### src/rtl/page_walker_pkg.sv
package page_walker_pkg;
  typedef enum logic [1:0] {ET_INVALID = 2'd0, ET_DIR = 2'd1, ET_LEAF = 2'd2, ET_RSVD = 2'd3} ent_type_e;
  typedef enum logic [1:0] {PG_4K = 2'd0, PG_256K = 2'd1, PG_16M = 2'd2} pg_size_e;
  typedef enum logic [1:0] {S_IDLE, S_FETCH, S_UPDATE, S_RESP} walk_state_e;

  localparam int unsigned REF_BIT = 5;
  localparam int unsigned MOD_BIT = 6;
  localparam logic [2:0]  KIND_INVALID = 3'd1;
  localparam logic [2:0]  KIND_RSVD    = 3'd4;

  function automatic logic [11:0] walk_err(input logic [1:0] lvl, input logic [2:0] kind);
    return {2'b00, lvl, 8'h00} | {7'b0, kind, 2'b00};
  endfunction

  // rights as {exec, write, read}
  function automatic logic [2:0] acc_rights(input logic [2:0] acc, input logic user);
    unique case (acc)
      3'd0: return 3'b001;
      3'd1: return 3'b011;
      3'd2: return 3'b101;
      3'd3: return 3'b111;
      3'd4: return 3'b100;
      3'd5: return user ? 3'b001 : 3'b011;
      3'd6: return user ? 3'b000 : 3'b101;
      default: return user ? 3'b000 : 3'b111;
    endcase
  endfunction
endpackage

### src/rtl/pw_access_check.sv
module pw_access_check
  import page_walker_pkg::*;
(
  input  logic [2:0] acc_i,
  input  logic       user_i,
  input  logic       write_i,
  input  logic       fetch_i,
  output logic [3:0] err_o,
  output logic [2:0] grant_o
);
  logic [2:0] need;
  logic       priv_viol;

  always_comb begin
    grant_o   = acc_rights(acc_i, user_i);
    need      = {fetch_i, write_i, ~(fetch_i | write_i)};
    priv_viol = user_i & acc_i[2] & acc_i[1];
    if (priv_viol)                   err_o = 4'd12;
    else if ((need & ~grant_o) != 0) err_o = 4'd8;
    else                             err_o = 4'd0;
  end
endmodule

### src/rtl/pw_fault_log.sv
module pw_fault_log (
  input  logic        clk_i,
  input  logic        rst_ni,
  input  logic        log_i,
  input  logic [2:0]  acc_idx_i,
  input  logic [11:0] err_i,
  input  logic [31:0] vaddr_i,
  output logic [31:0] fsr_o,
  output logic [31:0] far_o
);
  always_ff @(posedge clk_i or negedge rst_ni) begin
    if (!rst_ni) begin
      fsr_o <= '0;
      far_o <= '0;
    end else if (log_i) begin
      // a pending status collapses to the overflow marker first
      fsr_o <= ((fsr_o != 0) ? 32'd1 : 32'd0) | {24'b0, acc_idx_i, 5'b0}
               | {20'b0, err_i} | 32'd2;
      far_o <= {vaddr_i[31:12], 12'b0};
    end
  end
endmodule

### src/rtl/page_walker.sv
module page_walker
  import page_walker_pkg::*;
#(
  parameter int unsigned PA_W  = 36,
  parameter int unsigned CTX_W = 8
) (
  input  logic             clk_i,
  input  logic             rst_ni,
  input  logic             req_valid_i,
  output logic             req_ready_o,
  input  logic [31:0]      req_vaddr_i,
  input  logic             req_write_i,
  input  logic             req_fetch_i,
  input  logic             req_super_i,
  input  logic             ctl_enable_i,
  input  logic             ctl_nofault_i,
  input  logic             ctl_boot_i,
  input  logic [31:0]      ctx_ptr_i,
  input  logic [CTX_W-1:0] ctx_num_i,
  input  logic [PA_W-1:0]  prom_base_i,
  output logic             mem_req_o,
  output logic             mem_we_o,
  output logic [PA_W-1:0]  mem_addr_o,
  output logic [31:0]      mem_wdata_o,
  input  logic             mem_ready_i,
  input  logic [31:0]      mem_rdata_i,
  output logic             done_o,
  output logic             fault_o,
  output logic [PA_W-1:0]  paddr_o,
  output logic [1:0]       page_size_o,
  output logic [2:0]       perm_o,
  output logic [11:0]      err_o,
  output logic [31:0]      fsr_o,
  output logic [31:0]      far_o
);
  localparam int unsigned LAST_LVL = 3;

  walk_state_e     state_q;
  logic [1:0]      lvl_q;
  logic [PA_W-1:0] ptr_q;
  logic [31:0]     vaddr_q, pte_q;
  logic            write_q, fetch_q, user_q, nofault_q;

  ent_type_e       etype;
  logic [7:0]      idx;
  logic [PA_W-1:0] next_ptr, leaf_pa, leaf_off;
  logic [31:0]     new_pte;
  logic            wb_need, fetch_fire, fault_now, prot_hit;
  logic [11:0]     err_now;
  logic [3:0]      chk_err;
  logic [2:0]      chk_grant;
  pg_size_e        leaf_size;

  pw_access_check u_check (
    .acc_i   (mem_rdata_i[4:2]),
    .user_i  (user_q),
    .write_i (write_q),
    .fetch_i (fetch_q),
    .err_o   (chk_err),
    .grant_o (chk_grant)
  );

  always_comb begin
    etype = ent_type_e'(mem_rdata_i[1:0]);
    unique case (lvl_q)
      2'd0:    idx = vaddr_q[31:24];
      2'd1:    idx = {2'b0, vaddr_q[23:18]};
      default: idx = {2'b0, vaddr_q[17:12]};
    endcase
    next_ptr = PA_W'({mem_rdata_i[31:2], 6'b0}) + PA_W'({idx, 2'b00});
    unique case (lvl_q)
      2'd1:    begin leaf_off = PA_W'({vaddr_q[23:12], 12'b0}); leaf_size = PG_16M;  end
      2'd2:    begin leaf_off = PA_W'({vaddr_q[17:12], 12'b0}); leaf_size = PG_256K; end
      default: begin leaf_off = '0;                              leaf_size = PG_4K;   end
    endcase
    leaf_pa  = PA_W'({mem_rdata_i[31:8], 12'b0}) + leaf_off;
    new_pte  = mem_rdata_i | (32'd1 << REF_BIT) | (write_q ? (32'd1 << MOD_BIT) : 32'd0);
    wb_need  = ~mem_rdata_i[REF_BIT] | (write_q & ~mem_rdata_i[MOD_BIT]);
    prot_hit = (chk_err != 4'd0) && !(nofault_q && user_q);

    fault_now = 1'b0;
    err_now   = '0;
    unique case (etype)
      ET_INVALID: begin fault_now = 1'b1; err_now = walk_err(lvl_q, KIND_INVALID); end
      ET_RSVD:    begin fault_now = 1'b1; err_now = walk_err(lvl_q, KIND_RSVD); end
      ET_DIR: if (lvl_q == 2'(LAST_LVL)) begin
        fault_now = 1'b1; err_now = walk_err(lvl_q, KIND_RSVD);
      end
      default: if (lvl_q == 2'd0) begin
        fault_now = 1'b1; err_now = walk_err(lvl_q, KIND_RSVD);
      end else if (prot_hit) begin
        fault_now = 1'b1; err_now = {8'b0, chk_err};
      end
    endcase
    fetch_fire = (state_q == S_FETCH) && mem_ready_i;
  end

  always_ff @(posedge clk_i or negedge rst_ni) begin
    if (!rst_ni) begin
      state_q <= S_IDLE;
      lvl_q <= '0;  ptr_q <= '0;  vaddr_q <= '0;  pte_q <= '0;
      write_q <= 1'b0;  fetch_q <= 1'b0;  user_q <= 1'b0;  nofault_q <= 1'b0;
      fault_o <= 1'b0;  paddr_o <= '0;  page_size_o <= '0;  perm_o <= '0;  err_o <= '0;
    end else begin
      unique case (state_q)
        S_IDLE: if (req_valid_i) begin
          vaddr_q   <= req_vaddr_i;
          write_q   <= req_write_i;
          fetch_q   <= req_fetch_i;
          user_q    <= ~req_super_i;
          nofault_q <= ctl_nofault_i;
          lvl_q     <= '0;
          fault_o   <= 1'b0;
          err_o     <= '0;
          if (!ctl_enable_i) begin
            state_q     <= S_RESP;
            page_size_o <= PG_4K;
            if (ctl_boot_i && req_fetch_i) begin
              paddr_o <= prom_base_i | PA_W'({req_vaddr_i[18:12], 12'b0});
              perm_o  <= 3'b101;
            end else begin
              paddr_o <= PA_W'({req_vaddr_i[31:12], 12'b0});
              perm_o  <= 3'b111;
            end
          end else begin
            state_q <= S_FETCH;
            ptr_q   <= PA_W'({ctx_ptr_i, 4'b0}) + PA_W'({ctx_num_i, 2'b00});
          end
        end
        S_FETCH: if (mem_ready_i) begin
          if (fault_now) begin
            state_q <= S_RESP;
            fault_o <= 1'b1;
            err_o   <= err_now;
          end else if (etype == ET_DIR) begin
            ptr_q <= next_ptr;
            lvl_q <= lvl_q + 2'd1;
          end else begin
            pte_q       <= new_pte;
            paddr_o     <= leaf_pa;
            page_size_o <= leaf_size;
            perm_o      <= chk_grant & ~(new_pte[MOD_BIT] ? 3'b000 : 3'b010);
            state_q     <= wb_need ? S_UPDATE : S_RESP;
          end
        end
        S_UPDATE: if (mem_ready_i) state_q <= S_RESP;
        default:  state_q <= S_IDLE;
      endcase
    end
  end

  pw_fault_log u_flog (
    .clk_i     (clk_i),
    .rst_ni    (rst_ni),
    .log_i     (fetch_fire && fault_now),
    .acc_idx_i ({write_q, fetch_q, ~user_q}),
    .err_i     (err_now),
    .vaddr_i   (vaddr_q),
    .fsr_o     (fsr_o),
    .far_o     (far_o)
  );

  assign req_ready_o = (state_q == S_IDLE);
  assign done_o      = (state_q == S_RESP);
  assign mem_req_o   = (state_q == S_FETCH) || (state_q == S_UPDATE);
  assign mem_we_o    = (state_q == S_UPDATE);
  assign mem_addr_o  = ptr_q;
  assign mem_wdata_o = pte_q;
endmodule

### config.mk
export PLATFORM = sky130hd
export DESIGN_NAME = page_walker
export DESIGN_NICKNAME = d
export VERILOG_FILES = /design/src/rtl/page_walker_pkg.sv /design/src/rtl/pw_access_check.sv /design/src/rtl/pw_fault_log.sv /design/src/rtl/page_walker.sv
export SDC_FILE = /design/constraint.sdc
export NUM_CORES = 1
export LEC_CHECK = 0
export BUFFER_PORTS_ARGS = -buffer_cell sky130_fd_sc_hd__buf_2
export CORE_ASPECT_RATIO = 0.9
export CORE_MARGIN = 2
export CORE_UTILIZATION = 40
export DETAILED_ROUTE_END_ITERATION = 8
export GPL_ROUTABILITY_DRIVEN = 0
export PLACE_DENSITY = 0.72
export REMOVE_ABC_BUFFERS = 1
export SYNTH_ARGS = -nofsm -noshare
export SYNTH_HDL_FRONTEND = slang
export SYNTH_SLANG_ARGS = --single-unit
### constraint.sdc
create_clock -name clk_i -period 3.55 [get_ports clk_i]
set_clock_uncertainty 0.2 [all_clocks]
set_input_delay 1.065 -clock clk_i [delete_from_list [all_inputs] [get_ports clk_i]]
set_output_delay 1.065 -clock clk_i [all_outputs]
set_load 0.01 [all_outputs]
==> metrics <==
outcome=completed; final hold vios=0; final-report max-slew violation count=0; largest cells by area after synthesis=sky130_fd_sc_hd__dfrtp_1 41%, sky130_fd_sc_hd__mux2_2 4.8%, sky130_fd_sc_hd__nand2_1 4.7%; Die X=174 um; worst hold path class=register to register; worst slack at placement=-0.0848 ns; residual overflow from global routing=0; number of distinct library cells after synthesis=76; number of buffer and inverter instances along the worst setup path=3; highest cell delay on the worst timing path=0.38 ns; first-pass GRT wire length=51.0 mm; Core Rows=55; clock-pin slew of the registers on the worst-case setup and hold paths=0.08 ns; transition time at the pin with the least slew margin=1.03 ns; Total Nets Final=1,576; count of flip-flops with a built-in enable after synthesis=0; ratio of cells with drive above 1 in the final layout=34.4%; Initial Util=41.0%; IR Drop Worst-Case VDD=367 uV; Pwr Density=795 nW/um^2; pin count of the biggest net entering global routing=61; DRC violations left=0; area added between synthesis and finish=26.1%; detailed-route wire length per cell=19.4 um; biggest area consumer among synthesized cells=sky130_fd_sc_hd__dfrtp_1; Max Fanout on Critical Path=7; post-DP HPWL=26.0 mm; largest family of logic cells by synthesized area=simple AND/OR/NAND/NOR gates; number of buffers created by CTS=17; count of hold-fix buffers inserted at cts=0; slowest library cell on the worst path=sky130_fd_sc_hd__a221o_1; CTS root buf=sky130_fd_sc_hd__clkbuf_16; Crit Path Class=register to register; unrepaired setup endpoints after global routing=yes; post-synthesis cell area=10,400 um^2; Period Utilization, post-route=96.0%; sum of negative setup slack=0 ns; clock tree from TritonCTS=done; XOR/XNOR share of the synthesized area=6.00%; number of antenna violations at the first check in global routing=5; area share of the largest cell type after synthesis=41.3%; Commonest cells post-synth=171 x sky130_fd_sc_hd__dfrtp_1, 129 x sky130_fd_sc_hd__nand2_1, 68 x sky130_fd_sc_hd__a21oi_1; final critical delay including setup and external delays=3.41 ns; overall die area=27,200 um^2; clk_lat worst skew=0.42 ns; post-synthesis instance total=1,073; Critical Path, Cell by Cell=inv_1 -> buf_4 -> ha_1 -> buf_4 -> a221o_1 -> ha_1 -> fa_2 -> a211oi_2 -> nor3b_2 -> nor2b_4 -> and4b_1 -> xor2_2 -> mux2i_1 -> o21ai_1; average instance area after synthesis=9.67 um^2; category of the worst setup path launch point=register; routed via count divided by cell count=5.35; Post-Synth Adder-Cell Area=4.80%; leakage component of the power=6.37 nW; required time at the worst-slack endpoint=3.67 ns; fill cell total of the finished layout=2,446; Relative slew margins=30.8%; total via count after detailed routing=9,329; final wirelength=33.9 mm; vias in the first global route=8,926; Die H=157 um; critical path's top delay family=adder cells; mux contribution to synthesized area=10.6%; simple-gate share of the synthesized area=16.4%; total setup violations reported at the end of the flow=0; number of violations reported at the end of detailed-routing iteration 0=585; max frequency=0.294 GHz; number of sinks handled by clock tree synthesis=171; aggregate global-route resource usage=24.3%; Max clock buf depth=2; H-tree depth=4; sequential-to-total area share from yosys stat=41.3%; number of nets still failing antenna checks after routing=0; number of warnings issued by yosys=0; compound-cell area share of the yosys netlist=14.5%; most common flop cell mapped by yosys=sky130_fd_sc_hd__dfrtp_1; I/O Pins=340; total power=0.0104 W; crit end category=register; fraction of registers with async set or reset after synthesis=100%; total core area=25,300 um^2; drt first pass iters=5; final worst slack=0.143 ns; number of port buffers=284; most frequently used cell type in the post-synthesis netlist=sky130_fd_sc_hd__dfrtp_1; arrival time at the worst endpoint=3.52 ns; register bit total from synthesis=171; Max Cap Violations=0
==> what timing repair did <==
action                     4_1_cts  5_1_grt
setup buffers                    0        2
pin swaps                        0        2
gates resized for setup          2       17
setup endpoints to repair        4       13
==> cell usage in the layout (no fill, tap or decap), types with 18 or more instances in the layout <==
master	n
sky130_fd_sc_hd__and2_1	23
sky130_fd_sc_hd__xor2_1	30
sky130_fd_sc_hd__mux2_1	20
sky130_fd_sc_hd__dfrtp_1	171
sky130_fd_sc_hd__ha_1	34
sky130_fd_sc_hd__buf_2	283
sky130_fd_sc_hd__nor2_1	64
sky130_fd_sc_hd__nand3_1	46
sky130_fd_sc_hd__nand4_1	24
sky130_fd_sc_hd__o21ai_0	54
sky130_fd_sc_hd__mux2_4	18
sky130_fd_sc_hd__a21oi_1	63
sky130_fd_sc_hd__buf_4	60
sky130_fd_sc_hd__mux2_2	44
sky130_fd_sc_hd__inv_1	25
sky130_fd_sc_hd__conb_1	43
sky130_fd_sc_hd__xnor2_1	39
sky130_fd_sc_hd__nand2_1	129
==> stage by stage <==
step	cells	hold slack, ns	util, %	cell area (um^2)
after floorplan	1018	0.290	-	9960
after detailed placement	1709	0.247	49.0	12400
final	1745	0.261	51.6	13100
after global routing	1745	0.286	51.6	13100
after CTS	1740	0.265	51.3	13000
after global placement	1709	0.247	49.0	12400
==> routing by layer <==
| layer | vias up | wire [um] | GRT usage, % |
|---|---|---|---|
| li1 | 4365 | - | - |
| met1 | 4540 | 15100 | 32.8 |
| met2 | 363 | 15700 | 38.9 |
| met3 | 57 | 2120 | 4.98 |
| met4 | 4 | 981 | 8.92 |
| met5 | - | 21 | 0 |
==> registers in the layout, summed over array words and instances (netlist names) <==
name,cells
err_o,5
fault_o,1
fetch_q,1
lvl_q,2
mem_addr_o,34
mem_wdata_o,32
nofault_q,1
paddr_o,36
page_size_o,2
perm_o,3
state_q,2
u_flog.far_o,20
u_flog.fsr_o,10
user_q,1
vaddr_q,20
write_q,1
==> report_power, final <==
part           total (W)  internal, W  switching (W)
combinational    0.00513      0.00226        0.00288
clock            0.00183      0.00100       0.000826
sequential       0.00343      0.00284       0.000591
total             0.0104      0.00610        0.00430
==> worst register-to-register path: stages (launching register included) <==
cell and delay [ns]:
sky130_fd_sc_hd__dfrtp_1 0.34, sky130_fd_sc_hd__inv_1 0.06, sky130_fd_sc_hd__buf_4 0.13, sky130_fd_sc_hd__ha_1 0.21
sky130_fd_sc_hd__buf_4 0.17, sky130_fd_sc_hd__a221o_1 0.38, sky130_fd_sc_hd__ha_1 0.25, sky130_fd_sc_hd__fa_2 0.36
sky130_fd_sc_hd__a211oi_2 0.32, sky130_fd_sc_hd__nor3b_2 0.11, sky130_fd_sc_hd__nor2b_4 0.17, sky130_fd_sc_hd__and4b_1 0.23
sky130_fd_sc_hd__xor2_2 0.17, sky130_fd_sc_hd__mux2i_1 0.14, sky130_fd_sc_hd__o21ai_1 0.08
==> kinds of logic (layout without fill, tap and decap cells) <==
group,after synthesis,count (layout)
compound gates,225,225
xor+xnor,71,71
fa+ha+maj,38,38
buf+inv,122,407
flops,171,171
mux,93,93
other cells,1,46
simple gates,352,352
==> layout make-up <==
class / count / area (um^2) / area share [%]
repair buffers: 351 / 2020 / 15.5
diodes: 3 / 7.51 / 0.0574
well taps: 342 / 428 / 3.27
multi-input cells: 822 / 5690 / 43.5
clock buffers: 21 / 460 / 3.52
clock inverters: 10 / 95.1 / 0.727
inverters: 25 / 93.8 / 0.718
flip-flops and latches: 171 / 4280 / 32.7
==> path summary, 6_finish.rpt <==
path                       cells past startpoint          endpoint           start  slack, ns
setup / recovery                              14    mem_addr_o[34]        lvl_q[1]       0.14
hold / removal                                 2    page_size_o[0]  page_size_o[0]       0.26
setup reg to reg                              14    mem_addr_o[34]        lvl_q[1]       0.14
hold reg to reg                                2    page_size_o[0]  page_size_o[0]       0.26
max in group asynchronous                      2  u_flog.far_o[12]          rst_ni       2.01
min in group asynchronous                      1          err_o[3]          rst_ni       0.43
Power figures use the tool's default switching activity.
